## src/rtl/smb_ctrl_regs.sv

```systemverilog
module smb_ctrl_regs #(
  parameter int NREGS = 6,
  parameter logic [6:0] DEV_ADDR = 7'h69,
  parameter logic [7:0] CMD_CODE = 8'h00,
  parameter logic [7:0] RESET_VAL = 8'hFF
) (
  input  logic               clk,
  input  logic               rst_n,
  input  logic               scl_i,
  input  logic               sda_i,
  output logic               sda_pull,
  output logic [NREGS*8-1:0] ctrl_regs
);
  localparam logic [7:0] WR_ADDR = {DEV_ADDR, 1'b0};
  localparam logic [7:0] RD_ADDR = {DEV_ADDR, 1'b1};
  localparam logic [7:0] NBYTE   = 8'(NREGS);

  typedef enum logic [2:0] {S_IDLE, S_ADDR, S_CMD, S_CNT, S_WR, S_RD, S_SKIP} st_t;

  logic [2:0] scl_q, sda_q;
  st_t        st;
  logic [3:0] cnt;
  logic [7:0] rx, tx, idx, bcnt, rd_byte;
  logic       mack;
  logic [7:0] regs [NREGS];

  always_ff @(posedge clk or negedge rst_n)
    if (!rst_n) begin
      scl_q <= 3'b111;
      sda_q <= 3'b111;
    end else begin
      scl_q <= {scl_q[1:0], scl_i};
      sda_q <= {sda_q[1:0], sda_i};
    end

  wire scl      = scl_q[1];
  wire scl_p    = scl_q[2];
  wire sda      = sda_q[1];
  wire sda_p    = sda_q[2];
  wire scl_rise = scl & ~scl_p;
  wire scl_fall = ~scl & scl_p;
  wire start    = scl & scl_p & sda_p & ~sda;
  wire stop     = scl & scl_p & ~sda_p & sda;
  wire quiet    = (st == S_IDLE) || (st == S_SKIP);
  wire wr_hit   = (st == S_WR) && scl_fall && (cnt == 4'd8) && (idx < bcnt);

  always_comb begin
    rd_byte = 8'hFF;
    if (idx == 8'd0) rd_byte = NBYTE;
    for (int i = 0; i < NREGS; i++)
      if (idx == 8'(i + 1)) rd_byte = regs[i];
  end

  always_ff @(posedge clk or negedge rst_n)
    if (!rst_n) begin
      st       <= S_IDLE;
      cnt      <= '0;
      rx       <= '0;
      tx       <= '0;
      idx      <= '0;
      bcnt     <= '0;
      mack     <= 1'b0;
      sda_pull <= 1'b0;
    end else if (start) begin
      st       <= S_ADDR;
      cnt      <= '0;
      sda_pull <= 1'b0;
    end else if (stop) begin
      st       <= S_IDLE;
      sda_pull <= 1'b0;
    end else if (scl_rise && !quiet) begin
      if (cnt < 4'd9) cnt <= cnt + 4'd1;
      if (cnt < 4'd8) rx <= {rx[6:0], sda};
      if (cnt == 4'd8) mack <= ~sda;
    end else if (scl_fall && !quiet) begin
      if (cnt == 4'd8) begin
        if (st == S_RD) sda_pull <= 1'b0;
        else begin
          case (st)
            S_ADDR:
              if (rx == WR_ADDR) begin
                st <= S_CMD; sda_pull <= 1'b1;
              end else if (rx == RD_ADDR) begin
                st <= S_RD; idx <= '0; sda_pull <= 1'b1;
              end else st <= S_SKIP;
            S_CMD:
              if (rx == CMD_CODE) begin
                st <= S_CNT; sda_pull <= 1'b1;
              end else st <= S_SKIP;
            S_CNT: begin
              bcnt <= rx; idx <= '0; st <= S_WR; sda_pull <= 1'b1;
            end
            default: begin
              if (idx != 8'hFF) idx <= idx + 8'd1;
              sda_pull <= 1'b1;
            end
          endcase
        end
      end else if (cnt == 4'd9) begin
        cnt <= '0;
        if (st == S_RD) begin
          if (mack) begin
            tx       <= rd_byte;
            sda_pull <= ~rd_byte[7];
            if (idx != 8'hFF) idx <= idx + 8'd1;
          end else begin
            st       <= S_SKIP;
            sda_pull <= 1'b0;
          end
        end else sda_pull <= 1'b0;
      end else if (cnt != 4'd0 && st == S_RD) begin
        tx       <= {tx[6:0], 1'b0};
        sda_pull <= ~tx[6];
      end
    end

  always_ff @(posedge clk or negedge rst_n)
    if (!rst_n) begin
      for (int i = 0; i < NREGS; i++) regs[i] <= RESET_VAL;
    end else begin
      for (int i = 0; i < NREGS; i++)
        if (wr_hit && idx == 8'(i)) regs[i] <= rx;
    end

  generate
    for (genvar g = 0; g < NREGS; g++) begin : g_out
      assign ctrl_regs[g*8 +: 8] = regs[g];
    end
  endgenerate
endmodule


```

## config.mk

```make
export PLATFORM = sky130hd
export DESIGN_NAME = smb_ctrl_regs
export DESIGN_NICKNAME = d
export VERILOG_FILES = /design/src/rtl/smb_ctrl_regs.sv
export SDC_FILE = /design/constraint.sdc
export NUM_CORES = 1
export LEC_CHECK = 0
export ABC_CLOCK_PERIOD_IN_PS = 5800
export BUFFER_PORTS_ARGS = -buffer_cell sky130_fd_sc_hd__buf_2
export CAP_MARGIN = 20
export CORE_ASPECT_RATIO = 1.1
export CORE_MARGIN = 4
export CORE_UTILIZATION = 60
export CTS_CLUSTER_DIAMETER = 30
export DETAILED_ROUTE_END_ITERATION = 8
export PLACE_DENSITY = 0.79
export SYNTH_ARGS = -nofsm -noshare
export SYNTH_HDL_FRONTEND = slang
export SYNTH_SLANG_ARGS = --single-unit
```

## constraint.sdc

```tcl
create_clock -name clk -period 5.8 [get_ports clk]
set_input_delay 0.58 -clock clk [delete_from_list [all_inputs] [get_ports clk]]
set_output_delay 0.58 -clock clk [all_outputs]
set_load 0.02 [all_outputs]
```

; After elaboration in Yosys (flattened, before gate mapping)
; Index checks and enable logic that the tools add are counted.
[totals]
out_inout_bits = 49
word_cells = 161
register_bits = 94
[op_classes]
n_reduce_logical = 36
mux = 54
addsub = 2
n_lt_le_gt_ge = 3
bitwise_logic = 18
eq_ne = 32
[op_table]
columns = operator, n
row1 = 8-bit two-way mux, 15
row2 = 3-bit two-way mux, 11
row3 = 4-bit two-way mux, 7
row4 = 7-bit two-way mux, 4
row5 = "8-bit by 3-bit == test with 1-bit output, second input constant", 3
row6 = 8-bit one-hot mux with 3 select lines, 1
row7 = "8-bit by 2-bit == test with 1-bit output, second input constant", 2
row8 = "8-bit == test, second input constant", 2
row9 = 8-bit zero test, 2
row10 = 7-bit AND reduction, 2
row11 = 1-bit two-way mux, 13
row12 = 1-bit logical AND, 12
row13 = 4-bit nonzero test, 3
row14 = 1-bit NOT, 11
row15 = 11-bit AND reduction, 1
row16 = "2-bit != test, second input constant", 5
row17 = 5-bit AND reduction, 2
row18 = "3-bit == test, second input constant", 3
row19 = "3-bit != test, second input constant", 3
row20 = 3-bit one-hot mux with 3 select lines, 1
row21 = 3-bit nonzero test, 3
row22 = "8-bit by 1-bit adder with 8-bit output, second input constant", 1
row23 = "4-bit == test, second input constant", 2
row24 = "8-bit by 1-bit == test with 1-bit output, second input constant", 1
row25 = 22 further kinds, 35

; Longest topological paths before layout
; Gate-level depths: netlist (run 1).
[depth]
word_depth = 17
mapped_depth = 10
mapped_depth_nobuf = 8

; Least setup slack after synthesis (run 1)
; OpenSTA, ideal clock, no wires.
[synth_path]
path_type = register -> register
from = register cnt[0]
to = register regs (netlist bit ctrl_regs[34])
synth_period_minus_slack_ns = 2.253
setup_time_ns = 0.085
setup_slack_ns = 3.547
arrival_ns = 2.168
stages_incl_launch_ff = 11
t_required_ns = 5.715
cell_sequence = dfrtp_1 -> inv_1 -> ha_1 -> buf_2 -> nand3b_1 -> nor4_1 -> o311a_1 -> buf_4 -> and4_1 -> buf_4 -> mux2_1
[synth_between]
elab_chain_cells = 4
[synth_lines]
columns = item, line_no
row1 = from (decl), 22  ; logic [3:0] cnt;
row2 = from (signal assigned), 72  ; if (cnt < 4'd9) cnt <= cnt + 4'd1;
row3 = 4-bit == test, 45  ; wire wr_hit = (st == S_WR) && scl_fall && (cnt == 4'd8) && (idx < bcnt);
row4 = 1-bit logical AND (2 in a row), 45
row5 = 1-bit logical AND, 122  ; if (wr_hit && idx == 8'(i)) regs[i] <= rx;
row6 = "to (signal, indexed assignment)", 122
row7 = to (decl), 25  ; logic [7:0] regs [NREGS];
; Every way passes these cells.
; A chain may end at the register's enable or synchronous reset.

; Final worst setup path (run 1)
[layout_path]
from = register cnt[0]
to = register regs (netlist bit ctrl_regs[17])
; Same word-level chain as after synthesis.

==> results.py, run 1 <==
metrics = {
    "hold_path": {
        "kind_of_path_behind_the_tightest_hold_check": "in2async",
    },
    "floorplan": {
        "die_h_um": 105,
        "die_w_um": 96.3,
        "floorplan.rows": 35,
        "coreArea_um2": 8360,
        "num_io_pins": 53,
        "starting_density": 0.616,
        "die_ar_um2": 10100,
    },
    "logic_synthesis": {
        "synth-seq-area-share": 0.470,
        "yosys_warnings": 0,
        "asyncSetResetFlopFracSynth": 1.00,
        "netlist_instances": 465,
        "mappedNetlistArea_um2": 5150,
        "synth-seq-cells": 94,
        "count_of_flip_flops_with_a_built_in_enable_after_synthesis": 0,
        "post-synth-top-area-cell": "sky130_fd_sc_hd__dfstp_2",
        "yosysTopAreaCellShare": 0.276,
        "synth.avg_cell_area_um2": 11.1,
        "yosys.cell_types.count": 68,
        "synth_area_leaders": "sky130_fd_sc_hd__dfstp_2 28%, sky130_fd_sc_hd__dfrtp_1 19%, sky130_fd_sc_hd__mux2_2 10%, sky130_fd_sc_hd__mux2_1 3.5%, sky130_fd_sc_hd__ha_1 3.4%",
        "syn-num-nets": 483,
        "synth_flop_cell": "sky130_fd_sc_hd__dfstp_2",
    },
    "clock_tree": {
        "tritoncts_buffer_count": 9,
        "cts_resized": 0,
        "htreeDepth": 3,
        "clk_path_buf_depth": 2,
        "cts_tree": "done",
        "cts.repair_timing.setup_buffer_count": 0,
        "worst_setup_hold_path_clk_slew_ps": 100,
        "postCtsHoldBufs": 0,
        "cts_root_buffer": "sky130_fd_sc_hd__clkbuf_8",
        "clkSinkCount": 94,
        "clk-insertion-delay-late_ps": 370,
    },
    "detailed_routing": {
        "totalWireLength_um": 12300,
        "post_detailed_route_drc_marker_count": 0,
        "via_count": 3963,
        "post_drt_via_cell_ratio": 6.43,
        "drt_iter0_markers": 285,
        "route.detailed.wl_per_inst_um": 20.0,
        "detail-route-antenna-nets": 0,
        "drtPass1Iterations": 6,
    },
    "worst_setup_path": {
        "crit_family": "simple AND/OR/NAND/NOR gates",
        "cp_slowest_cell": "sky130_fd_sc_hd__o311a_1",
        "critPathMaxStageDelay_ps": 510,
        "worstPathBufferInverterCount": 1,
        "critical_path_peak_fanout": 10,
        "critPathKind": "reg2reg",
        "required_ps": 6100,
        "end_kind": "register",
        "crit_chain": "inv_1 -> ha_1 -> nand3b_1 -> nor4_1 -> o311a_1 -> and3_1 -> mux2_1",
        "startpoint_kind_of_the_worst_setup_timing_path": "register",
        "cp_data_arrival_time_ps": 3210,
    },
    "run": {
        "cap_viol_max_count": 0,
    },
    "power_and_ir_drop": {
        "total_power_mw": 1.20,
        "static-leakage-power_nw": 2.51,
        "pwr_density_cell_nw_per_um2": 213,
        "vdd.ir_drop.worst_mv": 0.139,
    },
    "timing": {
        "final.period_utilization": 0.503,
        "fmax_ghz": 0.343,
        "setup_tns_ps": 0,
        "timing.clock.skew_ps": 12.4,
        "fin_crit_ps": 2920,
        "timing.slew.headroom": 0.513,
        "setup_violations": 0,
        "finalHoldViolCount": 0,
        "rsz0062_at_grt": "false",
        "slew_at_the_pin_closest_to_its_max_slew_limit_ps": 726,
        "maxSlewViolCount": 0,
    },
    "layout": {
        "layout-drive-gt1-share": 0.366,
        "multi_input_area_um2": 2510,
        "flow.area_growth_from_synthesis_pct": 9.16,
        "layout.cell_area.non_filler_um2": 5620,
        "final_nets": 518,
        "n_antenna_cell": 0,
        "area.sequential_um2": 2420,
        "fillCellCount": 629,
        "fin_util": 0.672,
    },
    "place": {
        "dpl.hpwl_um": 8610,
        "post_dp_cell_area_um2": 5420,
        "replace_congestion": 0.904,
        "port-buffer-count": 52,
    },
    "global_route": {
        "grt_pass1_vias": 3882,
        "grt_remaining_overflow": 0,
        "largest_net_degree_at_the_start_of_global_routing": 52,
        "grt_antenna_before_repair": 0,
        "first_pass_grt_wire_length_um": 20400,
        "grtUsageTotal": 0.260,
    },
    "outcome": {
        "outcome": "finished clean",
    },
}
-- flip-flops by register name, indices dropped and copies added (netlist names), 3 cells and up --
signal     cells
bcnt           8
tx             7
scl_q          3
st             3
idx            8
cnt            4
ctrl_regs     48
rx             8
sda_q          3
-- final cells by class --
| class | count | share of cell area |
|---|---|---|
| clock buffers | 9 | 0.0220 |
| well taps | 111 | 0.0247 |
| inverters | 20 | 0.0134 |
| repair buffers | 54 | 0.0507 |
| clock inverters | 7 | 0.0116 |
| flip-flops and latches | 94 | 0.430 |
| multi-input cells | 321 | 0.447 |
-- cells by family (layout without fill, tap and decap cells) --
| family | after synthesis | after routing | share of synthesized area |
|---|---|---|---|
| DFF | 94 | 94 | 0.470 |
| buffers and inverters | 50 | 90 | 0.0420 |
| xor gates and xnor gates | 2 | 2 | 0.00340 |
| muxes | 63 | 63 | 0.138 |
| and+or+nand+nor | 128 | 128 | 0.155 |
| AOI/OAI and AO/OA | 114 | 114 | 0.157 |
| adders and majority gates | 14 | 14 | 0.0340 |
-- through the flow --
step	instances	setup WS, ps	hold WS (ps)
after floorplan	465	3550	284
after CTS	615	2910	193
after global routing	616	2740	210
after detailed placement	599	2930	348
after global placement	599	3070	346
final	616	2890	184
-- cell usage in the layout (no fill, tap or decap), types with 6 or more instances in the layout --
master                     count
sky130_fd_sc_hd__nand2_1      28
sky130_fd_sc_hd__mux2_2       47
sky130_fd_sc_hd__mux2_1       16
sky130_fd_sc_hd__nor2_1       25
sky130_fd_sc_hd__a221oi_1      7
sky130_fd_sc_hd__nand2b_1     12
sky130_fd_sc_hd__ha_1         14
sky130_fd_sc_hd__a22oi_1      11
sky130_fd_sc_hd__a21oi_1      17
sky130_fd_sc_hd__inv_1        19
sky130_fd_sc_hd__dfstp_2      54
sky130_fd_sc_hd__o31a_1        7
sky130_fd_sc_hd__o21ai_0      19
sky130_fd_sc_hd__nor2b_1       7
sky130_fd_sc_hd__dfrtp_1      40
sky130_fd_sc_hd__o22ai_1       6
sky130_fd_sc_hd__or3_1         6
sky130_fd_sc_hd__clkbuf_8      9
sky130_fd_sc_hd__buf_2        51
-- power by group --
| part | leakage (nW) | total, mW | switching, mW | internal (mW) |
|---|---|---|---|---|
| combinational | 1.30 | 0.0692 | 0.0456 | 0.0236 |
| sequential | 1.11 | 0.708 | 0.0361 | 0.672 |
| clock | 0.0992 | 0.422 | 0.256 | 0.166 |
| total | 2.51 | 1.20 | 0.337 | 0.861 |
-- synth_stat cells (6+ instances only) --
cell type	n
sky130_fd_sc_hd__dfstp_2	54
sky130_fd_sc_hd__mux2_2	47
sky130_fd_sc_hd__dfrtp_1	40
sky130_fd_sc_hd__nand2_1	28
sky130_fd_sc_hd__nor2_1	25
sky130_fd_sc_hd__inv_1	19
sky130_fd_sc_hd__o21ai_0	19
sky130_fd_sc_hd__a21oi_1	17
sky130_fd_sc_hd__clkbuf_1	17
sky130_fd_sc_hd__mux2_1	16
sky130_fd_sc_hd__ha_1	14
sky130_fd_sc_hd__nand2b_1	12
sky130_fd_sc_hd__a22oi_1	11
sky130_fd_sc_hd__buf_2	8
sky130_fd_sc_hd__a221oi_1	7
sky130_fd_sc_hd__nor2b_1	7
sky130_fd_sc_hd__o31a_1	7
sky130_fd_sc_hd__o22ai_1	6
sky130_fd_sc_hd__or3_1	6
-- path summary, 6_finish.rpt --
check                           cells after the start  slack (ps)       endpoint     start
worst max-delay path                                7        2890  ctrl_regs[17]    cnt[0]
worst min-delay path                                1         180         idx[7]     rst_n
worst max register to register                      7        2890  ctrl_regs[17]    cnt[0]
worst min register to register                      0         360       sda_q[1]  sda_q[0]
max in group asynchronous                           2        4600          tx[4]     rst_n
min in group clk                                    1         300       sda_q[0]     sda_i
-- per-layer routing --
layer | wire (um) | part of all wire | up-vias | global-route usage
met5 | 0 | 0 | - | 0
met4 | 248 | 0.020 | 0 | 0.0752
met3 | 705 | 0.057 | 26 | 0.0374
met2 | 6020 | 0.49 | 136 | 0.402
met1 | 5350 | 0.43 | 1989 | 0.378
li1 | - | - | 1812 | -
(Power assumes the default switching activity.)
==> inputs of run 2 (changes only) <==
ABC_CLOCK_PERIOD_IN_PS = 2650   (was 5800)
CORE_UTILIZATION = 54   (was 60)
PLACE_DENSITY = 0.75   (was 0.79)
clock period = 2.65 ns   (was 5.8 ns; I/O delays follow)
==> results.py, run 2 (same netlist as run 1, synthesis figures left out) <==
metrics = {
    "detailed_routing": {
        "via_count": 3988,
        "totalWireLength_um": 12600,
        "post_drt_via_cell_ratio": 6.24,
        "top_layer": "met4",
        "routedLengthMet1_um": 5490,
        "detail-route-antenna-nets": 0,
        "drtPass1Iterations": 7,
        "route.met3.wl_um": 754,
        "route.detailed.wl_per_inst_um": 19.7,
        "post_detailed_route_drc_marker_count": 0,
        "wl_met2_um": 6120,
        "drt_iter0_markers": 295,
    },
    "floorplan": {
        "floorplan.rows": 37,
        "die_h_um": 110,
        "die_ar_um2": 11200,
        "starting_density": 0.551,
        "coreArea_um2": 9350,
        "num_io_pins": 53,
        "die_w_um": 101,
    },
    "global_route": {
        "grtUsageTotal": 0.233,
        "grt_remaining_overflow": 0,
        "largest_net_degree_at_the_start_of_global_routing": 67,
        "grt_pass1_vias": 3973,
        "grt_antenna_before_repair": 0,
        "first_pass_grt_wire_length_um": 20700,
    },
    "timing": {
        "setup_tns_ps": 0,
        "setup_violations": 0,
        "timing.slew.headroom": 0.446,
        "final.period_utilization": 0.919,
        "slew_at_the_pin_closest_to_its_max_slew_limit_ps": 830,
        "maxSlewViolCount": 0,
        "rsz0062_at_grt": "false",
        "finalHoldViolCount": 9,
        "fin_ws_ps": 215,
        "finalHoldWorstSlack_ps": -25.5,
        "timing.clock.skew_ps": 23.5,
        "fmax_ghz": 0.411,
        "fin_crit_ps": 2430,
    },
    "clock_tree": {
        "clkSinkCount": 94,
        "htreeDepth": 3,
        "tritoncts_buffer_count": 9,
        "clk_path_buf_depth": 2,
        "cts_tree": "done",
        "cts_resized": 0,
        "clk-insertion-delay-late_ps": 370,
        "cts_root_buffer": "sky130_fd_sc_hd__clkbuf_8",
        "worst_setup_hold_path_clk_slew_ps": 100,
    },
    "worst_setup_path": {
        "critical_path_peak_fanout": 8,
        "cp_data_arrival_time_ps": 2730,
        "startpoint": "cnt[0]",
        "critPathKind": "reg2reg",
        "required_ps": 2950,
        "startpoint_kind_of_the_worst_setup_timing_path": "register",
        "worst_r2r_src": "cnt[0]",
        "end_kind": "register",
    },
    "place": {
        "port-buffer-count": 52,
        "replace_congestion": 0.896,
        "dpl.hpwl_um": 8920,
        "place_worst_setup_slack_ps": 264,
    },
    "layout": {
        "largest_reg_flops": 48,
        "n_antenna_cell": 0,
        "final_nets": 535,
        "multi_input_area_um2": 2510,
        "area.sequential_um2": 2420,
        "fin_util": 0.617,
        "layout.cells.most_common_list": "54 x sky130_fd_sc_hd__dfstp_2, 51 x sky130_fd_sc_hd__buf_2, 47 x sky130_fd_sc_hd__mux2_2, 40 x sky130_fd_sc_hd__dfrtp_1, 28 x sky130_fd_sc_hd__nand2_1",
        "flow.area_growth_from_synthesis_pct": 12.1,
        "final_common_cell": "sky130_fd_sc_hd__dfstp_2",
        "layout-drive-gt1-share": 0.381,
        "fillCellCount": 757,
    },
    "hold_path": {
        "kind_of_path_behind_the_tightest_hold_check": "in2async",
    },
    "power_and_ir_drop": {
        "vdd.ir_drop.worst_mv": 0.282,
        "pwr_density_cell_nw_per_um2": 470,
        "static-leakage-power_nw": 2.60,
    },
    "outcome": {
        "outcome": "finished with violations",
        "failed_checks": "negative hold slack",
    },
    "run": {
        "cap_viol_max_count": 0,
    },
}
==> run 2: layout make-up <==
type	instances	area share
Multi-Input combinational cell	321	0.436
Clock inverter	6	0.0134
Sequential cell	94	0.419
Tap cell	117	0.0254
Inverter	20	0.0130
Timing Repair Buffer	71	0.0711
Clock buffer	10	0.0221
==> run 2: final timing paths <==
path                            endpoint  slack (ps)  cells past startpoint
setup / recovery           ctrl_regs[37]         220                      7
hold / removal                    cnt[1]         -30                      1
setup reg to reg           ctrl_regs[37]         220                      7
hold reg to reg                 scl_q[1]         360                      0
max in group asynchronous  ctrl_regs[26]        1830                      2
min in group clk                scl_q[1]         360                      0
==> run 2: per-stage QoR <==
| step | instance area, um^2 | power (mW) | cells | hold slack [ps] |
|---|---|---|---|---|
| after global routing | 5770 | 2.83 | 639 | 53.3 |
| final | 5770 | 2.71 | 639 | -25.5 |
| after CTS | 5770 | 2.73 | 639 | 16.9 |
| after global placement | 5550 | 1.73 | 621 | 346 |
| after floorplan | 5150 | 1.65 | 465 | -30.6 |
| after detailed placement | 5550 | 1.73 | 621 | 349 |
==> run 2: timing repair <==
| item | CTS | global route |
|---|---|---|
| buffers inserted | 0 | 0 |
| hold buffers | 2 | 0 |
| hold endpoints to repair | 2 | 0 |
| setup endpoints to repair | 0 | 0 |
==> run 2: worst max-delay path, cell delays in order, from the launching register on <==
cell                       delay, ps
sky130_fd_sc_hd__dfrtp_1         460
sky130_fd_sc_hd__inv_1            80
sky130_fd_sc_hd__ha_1            220
sky130_fd_sc_hd__nand3b_1        140
sky130_fd_sc_hd__nor4_1          360
sky130_fd_sc_hd__o311a_1         290
sky130_fd_sc_hd__and4_1          450
sky130_fd_sc_hd__mux2_1          370
==> run 2: power by group <==
| group | total (mW) | switching [mW] | internal (mW) |
|---|---|---|---|
| Combinational | 0.162 | 0.102 | 0.0604 |
| Sequential | 1.55 | 0.0820 | 1.47 |
| Clock | 0.999 | 0.544 | 0.455 |
| Total | 2.71 | 0.728 | 1.99 |
==> run 2: per-layer routing <==
layer,track usage,vias up
met5,0,-
met4,0.0807,0
met3,0.0392,24
met2,0.366,143
met1,0.325,1992
li1,-,1829
==> inputs of run 3 (changes only) <==
ABC_CLOCK_PERIOD_IN_PS = 3000   (was 2650)
CORE_MARGIN = 3   (was 4)
CORE_UTILIZATION = 60   (was 54)
PLACE_DENSITY = 0.79   (was 0.75)
clock period = 3 ns   (was 2.65 ns; I/O delays follow)
==> results.py, run 3 (same netlist as run 1, synthesis figures left out) <==
metrics = {
    "detailed_routing": {
        "detail-route-antenna-nets": 0,
        "via_count": 3999,
        "post_detailed_route_drc_marker_count": 0,
        "post_drt_via_cell_ratio": 6.42,
        "drtPass1Iterations": 5,
        "drt_iter0_markers": 203,
        "route.detailed.wl_per_inst_um": 19.7,
        "totalWireLength_um": 12300,
    },
    "clock_tree": {
        "worst_setup_hold_path_clk_slew_ps": 100,
        "cts.repair_timing.setup_buffer_count": 0,
        "clkSinkCount": 94,
        "clk_path_buf_depth": 2,
        "cts_resized": 0,
        "postCtsHoldBufs": 0,
        "cts_root_buffer": "sky130_fd_sc_hd__clkbuf_8",
        "htreeDepth": 3,
        "cts_tree": "done",
        "clk-insertion-delay-late_ps": 360,
        "tritoncts_buffer_count": 9,
    },
    "worst_setup_path": {
        "end_kind": "register",
        "worst_r2r_src": "cnt[0]",
        "required_ps": 3300,
        "critical_path_peak_fanout": 10,
        "startpoint_kind_of_the_worst_setup_timing_path": "register",
        "r2r.worst_path.cells": 7,
        "reg2reg_setup_slack_ps": 280,
        "cp_data_arrival_time_ps": 3020,
        "crit-reg2reg-capture": "ctrl_regs[39]",
        "critPathKind": "reg2reg",
    },
    "global_route": {
        "grt_remaining_overflow": 0,
        "largest_net_degree_at_the_start_of_global_routing": 77,
        "grt_antenna_before_repair": 0,
        "first_pass_grt_wire_length_um": 20000,
        "grt_pass1_vias": 3861,
        "grtUsageTotal": 0.269,
    },
    "layout": {
        "layout-drive-gt1-share": 0.377,
        "final_common_cell": "sky130_fd_sc_hd__dfstp_2",
        "layout.cells.most_common_list": "54 x sky130_fd_sc_hd__dfstp_2, 51 x sky130_fd_sc_hd__buf_2, 47 x sky130_fd_sc_hd__mux2_2, 40 x sky130_fd_sc_hd__dfrtp_1, 28 x sky130_fd_sc_hd__nand2_1",
        "fillCellCount": 613,
        "flow.area_growth_from_synthesis_pct": 10.4,
        "largest_reg_flops": 48,
        "n_antenna_cell": 0,
        "final_nets": 528,
        "layout.cell_area.non_filler_um2": 5690,
        "multi_input_area_um2": 2510,
        "area.sequential_um2": 2420,
    },
    "hold_path": {
        "min_to": "sda_q[0]",
        "timing.hold.worst_path_depth": 1,
        "holdCritStartpoint": "sda_i",
        "kind_of_path_behind_the_tightest_hold_check": "in2reg",
    },
    "timing": {
        "setup_tns_ps": 0,
        "final.period_utilization": 0.907,
        "setup_violations": 0,
        "maxSlewViolCount": 0,
        "rsz0062_at_grt": "false",
        "fin_crit_ps": 2720,
        "timing.clock.skew_ps": 15.0,
        "fmax_ghz": 0.368,
        "timing.slew.headroom": 0.378,
        "finalHoldWorstSlack_ps": 23.8,
        "slew_at_the_pin_closest_to_its_max_slew_limit_ps": 932,
        "finalHoldViolCount": 0,
    },
    "power_and_ir_drop": {
        "pwr_density_cell_nw_per_um2": 409,
        "static-leakage-power_nw": 2.56,
        "vdd.ir_drop.worst_mv": 0.294,
        "total_power_mw": 2.33,
    },
    "place": {
        "dpl.hpwl_um": 8590,
        "replace_congestion": 0.901,
        "post_dp_cell_area_um2": 5500,
        "port-buffer-count": 52,
    },
    "floorplan": {
        "floorplan.rows": 34,
        "die_w_um": 94.3,
        "coreArea_um2": 8130,
        "die_h_um": 103,
        "num_io_pins": 53,
        "starting_density": 0.634,
        "die_ar_um2": 9730,
    },
    "run": {
        "cap_viol_max_count": 0,
    },
    "outcome": {
        "outcome": "finished clean",
    },
}
==> run 3: worst max path at each step <==
stage | from | to | slack (ps) | cells after the start
after global routing | cnt[0] | ctrl_regs[34] | 80 | 7
after floorplan | cnt[0] | ctrl_regs[37] | 750 | 10
after CTS | cnt[0] | ctrl_regs[39] | 310 | 7
after detailed placement | cnt[0] | ctrl_regs[32] | 340 | 7
final | cnt[0] | ctrl_regs[39] | 280 | 7
after global placement | cnt[0] | ctrl_regs[38] | 480 | 7
==> run 3: report_power, final <==
part	total [mW]	internal, mW	switching (mW)
sequential	1.37	1.30	0.0711
combinational	0.134	0.0455	0.0888
clock	0.823	0.359	0.464
==> run 3: cell type report <==
type,count,area share
multi-input combinational,321,0.442
sequential,94,0.425
timing repair buffer,64,0.0620
clock buffer,11,0.0268
tap,108,0.0238
inverter,20,0.0132
clock inverter,5,0.00682
==> run 3: worst max-delay path: stages (launching register included) <==
cell and delay, ps:
sky130_fd_sc_hd__dfrtp_1 450, sky130_fd_sc_hd__inv_1 80, sky130_fd_sc_hd__ha_1 330, sky130_fd_sc_hd__nand3b_1 180, sky130_fd_sc_hd__nor4_1 300, sky130_fd_sc_hd__o311a_1 410, sky130_fd_sc_hd__and4_1 530, sky130_fd_sc_hd__mux2_1 370
==> run 3: stage by stage <==
| stage | std cells | worst slack, ps | util |
|---|---|---|---|
| CTS | 623 | 308 | 0.700 |
| finish | 623 | 280 | 0.700 |
| global placement | 607 | 478 | 0.676 |
| global route | 623 | 83.8 | 0.700 |
| detailed placement | 607 | 338 | 0.676 |
| floorplan | 465 | 747 | - |
==> run 3: routing by layer <==
metal / track usage / vias up / share of wire
met5: 0 / - / 0
met4: 0.0744 / 0 / 0.015
met3: 0.0445 / 18 / 0.069
met2: 0.445 / 152 / 0.49
met1: 0.370 / 2004 / 0.42
li1: - / 1825 / -
